===== src/rtl/xlate_pkg.sv =====
package xlate_pkg;
  typedef enum logic [1:0] {
    WK_IDLE = 2'd0,
    WK_SEG  = 2'd1,
    WK_PAGE = 2'd2,
    WK_FILL = 2'd3
  } walk_state_e;
endpackage


===== src/rtl/xlate_tlb.sv =====
module xlate_tlb #(
  parameter int KEY_W   = 12,
  parameter int BLK_W   = 12,
  parameter int ENTRIES = 8
) (
  input  logic             clk_i,
  input  logic             rst_ni,
  input  logic             flush_i,
  input  logic [KEY_W-1:0] look_key_i,
  output logic             hit_o,
  output logic [BLK_W-1:0] hit_blk_o,
  input  logic             fill_i,
  input  logic [KEY_W-1:0] fill_key_i,
  input  logic [BLK_W-1:0] fill_blk_i
);
  localparam int IDX_W = (ENTRIES > 1) ? $clog2(ENTRIES) : 1;
  localparam logic [IDX_W-1:0] LAST_IDX = IDX_W'(ENTRIES - 1);

  logic [ENTRIES-1:0] valid_q;
  logic [KEY_W-1:0]   key_q [ENTRIES];
  logic [BLK_W-1:0]   blk_q [ENTRIES];
  logic [ENTRIES-1:0] hit_vec;
  logic [IDX_W-1:0]   ptr_q;

  for (genvar e = 0; e < ENTRIES; e++) begin : g_ent
    assign hit_vec[e] = valid_q[e] && (key_q[e] == look_key_i);

    always_ff @(posedge clk_i or negedge rst_ni) begin
      if (!rst_ni) begin
        valid_q[e] <= 1'b0;
        key_q[e]   <= '0;
        blk_q[e]   <= '0;
      end else if (flush_i) begin
        valid_q[e] <= 1'b0;
      end else if (fill_i && ptr_q == IDX_W'(e)) begin
        valid_q[e] <= 1'b1;
        key_q[e]   <= fill_key_i;
        blk_q[e]   <= fill_blk_i;
      end
    end
  end

  // keys are unique, so OR-merge of the hit lanes is safe
  always_comb begin
    hit_blk_o = '0;
    for (int e = 0; e < ENTRIES; e++) begin
      if (hit_vec[e]) hit_blk_o = hit_blk_o | blk_q[e];
    end
  end
  assign hit_o = |hit_vec;

  always_ff @(posedge clk_i or negedge rst_ni) begin
    if (!rst_ni)      ptr_q <= '0;
    else if (flush_i) ptr_q <= '0;
    else if (fill_i)  ptr_q <= (ptr_q == LAST_IDX) ? '0 : ptr_q + 1'b1;
  end

  a_r6_single_hit: assert property (@(posedge clk_i) disable iff (!rst_ni)
    $onehot0(hit_vec));

  a_r8_flush_clears: assert property (@(posedge clk_i) disable iff (!rst_ni)
    flush_i |=> (valid_q == '0));

  a_r7_rr_install: assert property (@(posedge clk_i) disable iff (!rst_ni)
    (fill_i && !flush_i) |=> (valid_q[$past(ptr_q)] && key_q[$past(ptr_q)] == $past(fill_key_i)));
endmodule


===== src/rtl/xlate_walk.sv =====
module xlate_walk
  import xlate_pkg::*;
#(
  parameter int SEG_W   = 4,
  parameter int PAGE_W  = 8,
  parameter int BLK_W   = 12,
  parameter int PTB_W   = 12,
  parameter int TDATA_W = 16
) (
  input  logic               clk_i,
  input  logic               rst_ni,
  input  logic               start_i,
  input  logic [SEG_W-1:0]   seg_i,
  input  logic [PAGE_W-1:0]  page_i,
  output logic               busy_o,
  output logic               tbl_rd_o,
  output logic [PTB_W:0]     tbl_addr_o,
  input  logic [TDATA_W-1:0] tbl_rdata_i,
  output logic               done_o,
  output logic               fault_o,
  output logic [BLK_W-1:0]   blk_o
);
  walk_state_e state_q, state_d;
  logic        unused_rdata;

  assign unused_rdata = ^tbl_rdata_i[TDATA_W-2:BLK_W];

  always_comb begin
    state_d    = state_q;
    tbl_rd_o   = 1'b0;
    tbl_addr_o = '0;
    done_o     = 1'b0;
    unique case (state_q)
      WK_IDLE: if (start_i) state_d = WK_SEG;
      WK_SEG: begin
        tbl_rd_o   = 1'b1;
        tbl_addr_o = {1'b0, PTB_W'(seg_i)};
        state_d    = WK_PAGE;
      end
      WK_PAGE: begin
        // base added to page number, carry into high bits, wrap at table end
        tbl_rd_o   = 1'b1;
        tbl_addr_o = {1'b1, tbl_rdata_i[PTB_W-1:0] + PTB_W'(page_i)};
        state_d    = WK_FILL;
      end
      WK_FILL: begin
        done_o  = 1'b1;
        state_d = WK_IDLE;
      end
      default: state_d = WK_IDLE;
    endcase
  end

  assign fault_o = done_o && !tbl_rdata_i[TDATA_W-1];
  assign blk_o   = tbl_rdata_i[BLK_W-1:0];
  assign busy_o  = (state_q != WK_IDLE);

  always_ff @(posedge clk_i or negedge rst_ni) begin
    if (!rst_ni) state_q <= WK_IDLE;
    else         state_q <= state_d;
  end

  a_r3_page_after_seg: assert property (@(posedge clk_i) disable iff (!rst_ni)
    (tbl_rd_o && !tbl_addr_o[PTB_W]) |=> (tbl_rd_o && tbl_addr_o[PTB_W]));

  a_r9_no_restart: assert property (@(posedge clk_i) disable iff (!rst_ni)
    (busy_o && start_i) |=> (state_q != WK_SEG));
endmodule


===== src/rtl/seg_page_xlate.sv =====
module seg_page_xlate #(
  parameter int SEG_W       = 4,
  parameter int PAGE_W      = 8,
  parameter int OFF_W       = 8,
  parameter int BLK_W       = 12,
  parameter int PTB_W       = 12,
  parameter int TDATA_W     = 16,
  parameter int TLB_ENTRIES = 8,
  localparam int LA_W  = SEG_W + PAGE_W + OFF_W,
  localparam int PA_W  = BLK_W + OFF_W,
  localparam int TA_W  = PTB_W + 1
) (
  input  logic               clk_i,
  input  logic               rst_ni,
  input  logic               flush_i,
  input  logic               req_valid_i,
  input  logic [LA_W-1:0]    req_laddr_i,
  output logic               busy_o,
  output logic               tbl_rd_o,
  output logic [TA_W-1:0]    tbl_addr_o,
  input  logic [TDATA_W-1:0] tbl_rdata_i,
  output logic               rsp_valid_o,
  output logic               rsp_hit_o,
  output logic               rsp_fault_o,
  output logic [PA_W-1:0]    rsp_paddr_o
);
  localparam int KEY_W = SEG_W + PAGE_W;

  logic             accept, tlb_hit, walk_start;
  logic [BLK_W-1:0] tlb_blk;
  logic [LA_W-1:0]  laddr_q;
  logic             walk_done, walk_fault, fill;
  logic [BLK_W-1:0] walk_blk;

  assign accept     = req_valid_i && !busy_o;
  assign walk_start = accept && !tlb_hit;
  assign fill       = walk_done && !walk_fault;

  always_ff @(posedge clk_i or negedge rst_ni) begin
    if (!rst_ni)    laddr_q <= '0;
    else if (accept) laddr_q <= req_laddr_i;
  end

  xlate_tlb #(
    .KEY_W  (KEY_W),
    .BLK_W  (BLK_W),
    .ENTRIES(TLB_ENTRIES)
  ) i_tlb (
    .clk_i     (clk_i),
    .rst_ni    (rst_ni),
    .flush_i   (flush_i),
    .look_key_i(req_laddr_i[LA_W-1:OFF_W]),
    .hit_o     (tlb_hit),
    .hit_blk_o (tlb_blk),
    .fill_i    (fill),
    .fill_key_i(laddr_q[LA_W-1:OFF_W]),
    .fill_blk_i(walk_blk)
  );

  xlate_walk #(
    .SEG_W  (SEG_W),
    .PAGE_W (PAGE_W),
    .BLK_W  (BLK_W),
    .PTB_W  (PTB_W),
    .TDATA_W(TDATA_W)
  ) i_walk (
    .clk_i      (clk_i),
    .rst_ni     (rst_ni),
    .start_i    (walk_start),
    .seg_i      (laddr_q[LA_W-1 -: SEG_W]),
    .page_i     (laddr_q[OFF_W +: PAGE_W]),
    .busy_o     (busy_o),
    .tbl_rd_o   (tbl_rd_o),
    .tbl_addr_o (tbl_addr_o),
    .tbl_rdata_i(tbl_rdata_i),
    .done_o     (walk_done),
    .fault_o    (walk_fault),
    .blk_o      (walk_blk)
  );

  always_ff @(posedge clk_i or negedge rst_ni) begin
    if (!rst_ni) begin
      rsp_valid_o <= 1'b0;
      rsp_hit_o   <= 1'b0;
      rsp_fault_o <= 1'b0;
      rsp_paddr_o <= '0;
    end else begin
      rsp_valid_o <= 1'b0;
      if (accept && tlb_hit) begin
        rsp_valid_o <= 1'b1;
        rsp_hit_o   <= 1'b1;
        rsp_fault_o <= 1'b0;
        rsp_paddr_o <= {tlb_blk, req_laddr_i[OFF_W-1:0]};
      end else if (walk_done) begin
        rsp_valid_o <= 1'b1;
        rsp_hit_o   <= 1'b0;
        rsp_fault_o <= walk_fault;
        rsp_paddr_o <= walk_fault ? '0 : {walk_blk, laddr_q[OFF_W-1:0]};
      end
    end
  end

  a_r2_seg_read: assert property (@(posedge clk_i) disable iff (!rst_ni)
    (req_valid_i && !busy_o && !tlb_hit) |=>
      (tbl_rd_o && !tbl_addr_o[TA_W-1] && tbl_addr_o[SEG_W-1:0] == $past(req_laddr_i[LA_W-1 -: SEG_W])));

  a_r4_rsp_after_page: assert property (@(posedge clk_i) disable iff (!rst_ni)
    (tbl_rd_o && tbl_addr_o[TA_W-1]) |=> ##1 (rsp_valid_o && !rsp_hit_o));

  a_r5_fault_clean: assert property (@(posedge clk_i) disable iff (!rst_ni)
    rsp_fault_o |-> (rsp_paddr_o == '0 && !rsp_hit_o));

  a_r6_hit_no_walk: assert property (@(posedge clk_i) disable iff (!rst_ni)
    (req_valid_i && !busy_o && tlb_hit) |=> (rsp_valid_o && rsp_hit_o && !tbl_rd_o));
endmodule


===== config.mk =====
export PLATFORM = sky130hd
export DESIGN_NAME = seg_page_xlate
export DESIGN_NICKNAME = d
export VERILOG_FILES = /design/src/rtl/xlate_pkg.sv /design/src/rtl/xlate_tlb.sv /design/src/rtl/xlate_walk.sv /design/src/rtl/seg_page_xlate.sv
export SDC_FILE = /design/constraint.sdc
export NUM_CORES = 1
export LEC_CHECK = 0
export BUFFER_PORTS_ARGS = -buffer_cell sky130_fd_sc_hd__buf_2
export CAP_MARGIN = 20
export CORE_MARGIN = 3
export CORE_UTILIZATION = 35
export CTS_CLUSTER_DIAMETER = 80
export DETAILED_ROUTE_END_ITERATION = 10
export PLACE_DENSITY_LB_ADDON = 0.05
export SLEW_MARGIN = 20
export SYNTH_ARGS = -nofsm -noshare
export SYNTH_HDL_FRONTEND = slang
export SYNTH_HIERARCHICAL = 1
export SYNTH_SLANG_ARGS = --single-unit

===== constraint.sdc =====
create_clock -name clk_i -period 2.9 [get_ports clk_i]
set_clock_uncertainty 0.05 [all_clocks]
set_input_delay 0.58 -clock clk_i [delete_from_list [all_inputs] [get_ports clk_i]]
set_output_delay 0.58 -clock clk_i [all_outputs]
set_load 0.05 [all_outputs]

# --- After elaboration in Yosys (flattened, before gate mapping) ---
# Index checks and enable logic that the tools add are counted.
totals:
  output_inout_bits: 38
  in_bits: 40
  word_cells: 149
  register_bits: 248
op_classes:
  n_reduce_logical: 48
  n_bitwise: 8
  eq_ne: 19
  add_sub_neg: 2
  muxes: 41
op_table:
  columns: ["op", "n"]
  rows:
  - ["$eq A12 B12 Y1", 8]
  - ["$mux W12", 8]
  - ["$or A12 B12 Y12", 7]
  - ["$mux W20", 3]
  - ["$pmux W13 S2", 1]
  - ["$mux W1", 24]
  - ["$reduce_bool A2 Y1", 11]
  - ["$logic_and A1 B1 Y1", 21]
  - ["$reduce_and A2 Y1", 8]
  - ["$add A12 B8 Y12", 1]
  - ["$eq A3 B3 Y1 const B", 4]
  - ["$mux W3", 3]
  - ["$pmux W2 S4", 1]
  - ["$reduce_or A8 Y1", 1]
  - ["$eq A3 B2 Y1 const B", 2]
  - ["$eq A2 B2 Y1 const B", 2]
  - ["$logic_not A1 Y1", 4]
  - ["$add A3 B1 Y3 const B", 1]
  - ["$eq A3 B1 Y1 const B", 1]
  - ["$logic_not A3 Y1", 1]
  - ["$eq A2 B1 Y1 const B", 1]
  - ["$logic_not A2 Y1", 1]
  - ["$mux W2", 1]
  - ["$ne A2 B1 Y1 const B", 1]
  - ["2 further kinds", 2]

# --- Logic depth before layout (Yosys ltp) ---
logic_depth:
  word_depth: 18
  ltp_mapped: 14

# --- Hierarchy ---
# Netlist, hierarchy kept.
by_module_without_submodules:
  columns: ["mod", "instances", "seq_area_each_um2", "area_per_inst_um2", "cells_each"]
  rows:
  - ["xlate_tlb", 1, 5079.9, 9709.3, 691]
  - ["seg_page_xlate", 1, 1076.0, 2173.3, 169]
  - ["xlate_walk", 1, 50.0, 790.8, 105]

# --- Worst setup path before layout ---
# No wires, ideal clock.
synth_timing:
  kind: "input-to-output"
  from: "in tbl_rdata_i[0]"
  to: "out tbl_addr_o[8]"
  arrival_ns: 2.956
  path_stages: 8
  path_slack_ns: -0.686
  path_buffers: 0
  cell_sequence: "ha_1 inv_1 fa_1 nand2b_1 a21oi_1 o211ai_1 nand3_1 nor3b_1"
synth_between:
  elab_chain_len: 2
synth_rtl:
  columns: ["element", "line_no", "source"]
  rows:
  - ["start: declaration", "seg_page_xlate.sv:21", "input logic [TDATA_W-1:0] tbl_rdata_i,"]
  - ["$add A12 B8 Y12", "xlate_walk.sv:43", "tbl_addr_o = {1'b1, tbl_rdata_i[PTB_W-1:0] + PTB_W'(page_i)};"]
  - ["$pmux W13 S2", "xlate_walk.sv:33", "unique case (state_q)"]
  - ["end: declaration", "seg_page_xlate.sv:20", "output logic [TA_W-1:0] tbl_addr_o,"]
# No other way between the ends.

# --- Final worst setup path ---
layout_timing:
  from: "reg laddr_q[8]"
  to: "out tbl_addr_o[8]"
layout_between:
  elab_chain_len: 2
layout_rtl:
  columns: ["element", "line_no", "source"]
  rows:
  - ["start: declaration", "seg_page_xlate.sv:31", "logic [LA_W-1:0] laddr_q;"]
  - ["start signal: assignment", "seg_page_xlate.sv:41", "else if (accept) laddr_q <= req_laddr_i;"]
  - ["$add A12 B8 Y12", "xlate_walk.sv:43", null]
  - ["$pmux W13 S2", "xlate_walk.sv:33", null]
# No other way between the ends.

==> results.ini <==
[finish]
nFillCells=3386
syn2layout_area_growth_pct=21.3
layout-drive-gt1-share=0.471
final_area_sq_um=15400
multi_input_area_sq_um=6030
fin_nets=1162
seqCellArea_sq_um=6210

[timing]
final-hold-violation-count=0
setup_slack_ns=-0.189
worst_slew_margin_rel=0.615
worstMarginPinSlew_ns=0.578
final_max_slew_viol_count=0
post-route-min-period_ns=3.09
setup_viol=6
grt_setup_unrepaired=yes
max_freq_mhz=324
min_period_over_period=1.07
fin_setup_tns_ns=-0.764

[yosys]
synth_ff_type=dfrtp_1
ys_seq_elements=248
netlist_instances=965
yosys_warnings=6
synthArstFlopShare=1.00
seq_area_frac_synth=0.490
yosysUniqueCellTypes=66
synth-edff-count=0
syn_avg_cell_area_sq_um=13.1
synth_area_sq_um=12700
syn_nets=1025

[clock_network]
htree_levels=1
cts_tree=yes
cts-root-buf=clkbuf_16
clk_path_buf_depth=3
clkSinkCount=248
clk_pin_slew_ns=0.06
cts_buffers=30
clk_latency_ns=0.56

[worst_setup_path]
critPathRequiredTime_ns=2.27
cp-end-kind=output port
crit_type=flop to output port
r2r_cells=10
crit_path_start_kind=flop
rr_startpoint=i_tlb/key_q[83]
r2r_slack_ns=0.35
path_max_fanout=3
cp.arrival_ns=2.46
regToRegEndpoint=i_walk/state_q[1]

[die]
coreArea_sq_um=35700
dieWidth_um=196
start_util=0.355
dieArea_sq_um=38500
ioPinCount=78
row_count=69
fp.dieH_um=196

[grt]
grt_start_max_net_pins=75
first_global_vias=8635
antenna_found_initial=1
track_usage=0.191
grt_overflow=0
grt_first_pass_wirelength_um=55800

[power_and_ir_drop]
seq_power_share=0.360
intPower_w=0.00978
power.switching_w=0.00538
irDropWorstVdd_mv=0.794
pwr-share-clk=0.274
comb_power_share=0.366
static-leakage-power_nw=7.10
power.density_nw_per_um2=986
sw_frac_of_total=0.355

[run_status]
violations=negative setup slack
status=complete, but fails checks

[routing]
wl_per_cell_um=22.9
post-route-drc-count=0
detail-route-antenna-nets=0
via_per_inst=5.18
dr.first_iter.drc_count=513
dr.pass1.iters=5
vias=8229
routed_wl_um=36400

[placed_design]
io_buffers=74
place_area_sq_um=14000
dp_hpwl_um=24500
gp_congestion=0.779

[flow_run]
maxCapViolations=0

[min_path]
hold_path.class=input pin to flop
hold_depth=2
min_to=laddr_q[4]
hp-start=req_laddr_i[4]

[critical path, stage by stage (launching register included)]
cell and delay (ns):
dfrtp_1 0.39, ha_4 0.16, inv_2 0.04, fa_2 0.34
nand2b_4 0.16, a21oi_4 0.16, o211ai_1 0.19, nand3_1 0.10
nor3b_2 0.18, buf_6 0.18
[registers in the layout (all words and copies together) (netlist names)]
name and count:
i_tlb/blk_q 96, i_tlb/key_q 96, i_tlb/ptr_q 3, i_tlb/valid_q 8, i_walk/state_q 2, laddr_q 20
rsp_fault_o 1, rsp_hit_o 1, rsp_paddr_o 20, rsp_valid_o 1
[cell type report]
cell class | count | share of cell area
Antenna cell | 1 | 0.000163
Timing Repair Buffer | 177 | 0.0886
Tap cell | 461 | 0.0375
Clock buffer | 45 | 0.0597
Sequential cell | 248 | 0.404
Clock inverter | 11 | 0.0119
Multi-Input combinational cell | 621 | 0.392
Inverter | 24 | 0.00602
[how the worst max path moves through the flow]
| stage | startpoint | end | slack (ns) |
|---|---|---|---|
| 5_1_grt | laddr_q[8] | tbl_addr_o[8] | -0.33 |
| 6_report | laddr_q[8] | tbl_addr_o[8] | -0.19 |
| 2_1_floorplan | tbl_rdata_i[0] | tbl_addr_o[8] | -0.19 |
| 4_1_cts | laddr_q[8] | tbl_addr_o[8] | -0.21 |
| 3_3_place_gp | tbl_rdata_i[0] | tbl_addr_o[8] | -0.26 |
| 3_5_place_dp | tbl_rdata_i[0] | tbl_addr_o[8] | -0.25 |
[cell families (layout without fill, tap and decap cells)]
group                    after synthesis  count (layout)  synth area share
multiplexers                         215             215             0.196
adder cells (fa/ha/maj)               20              20            0.0203
other                                  0               1                 0
AO/OA/AOI/OAI                        117             117            0.0756
AND/OR/NAND/NOR                      176             176             0.103
flip-flops                           248             248             0.490
XOR/XNOR                              93              93            0.0660
buffers and inverters                 96             257            0.0490
[cells in the mapped netlist, drive strengths merged, types with 7 or more instances]
library cell / instances / area share
nand4: 12 / 0.0059
dfrtp: 248 / 0.49
nor2: 19 / 0.0056
a22oi: 21 / 0.017
buf: 62 / 0.039
nand2: 17 / 0.0050
nor4: 10 / 0.013
and4bb: 15 / 0.015
o21ai: 13 / 0.0054
clkbuf: 10 / 0.0030
mux2: 212 / 0.19
a32oi: 8 / 0.0055
a221oi: 7 / 0.0073
nor2b: 7 / 0.0040
nand2b: 25 / 0.012
nand3b: 21 / 0.012
nand3: 25 / 0.014
ha: 19 / 0.019
xnor2: 82 / 0.058
a31oi: 22 / 0.011
a21oi: 8 / 0.0032
a32o: 11 / 0.0087
xor2: 11 / 0.0076
inv: 24 / 0.0073
[timing repair]
action                                 CTS  global route
cloned                                   0             0
resized for setup                       36            19
hold buffers                             1             0
setup endpoints to repair               11            14
endpoints found under the hold margin   37             0
pin swaps                               11             5
buffers inserted                         2             3
[layer usage]
metal | wire [um] | vias to the layer above | global-route usage
met4 | 696 | 0 | 0.0380
met2 | 15900 | 128 | 0.283
met3 | 1220 | 45 | 0.0289
met1 | 18600 | 4287 | 0.296
li1 | - | 3769 | -
met5 | 0 | - | 0
[power by group through the flow]
stage / Sequential, W / Clock (W) / Combinational, W
after detailed placement: 0.00551 / 0 / 0.00522
after global routing: 0.00561 / 0.00441 / 0.00597
after global placement: 0.00549 / 0 / 0.00519
final: 0.00546 / 0.00415 / 0.00555
after CTS: 0.00546 / 0.00427 / 0.00545
after floorplan: 0.00582 / 0 / 0.00327
[cell usage in the layout (no fill, tap or decap), drive strengths merged, types with 19 or more instances in the layout]
master  instances
nor2           19
clkbuf         45
a22oi          21
nand2b         25
ha             19
xnor2          82
a31oi          22
mux2          212
dfrtp         248
inv            24
nand3b         21
nand3          25
buf           176
[metrics by stage]
step | power [W] | setup slack [ns] | hold WS (ns) | instances | util
2_1_floorplan | 0.00909 | -0.189 | 0.234 | 965 | -
4_1_cts | 0.0152 | -0.213 | 0.181 | 1584 | 0.428
5_1_grt | 0.0160 | -0.334 | 0.200 | 1587 | 0.431
3_3_place_gp | 0.0107 | -0.264 | 0.415 | 1525 | 0.393
3_5_place_dp | 0.0107 | -0.252 | 0.428 | 1525 | 0.393
6_report | 0.0152 | -0.189 | 0.221 | 1588 | 0.431
Power figures use the tool's default switching activity.
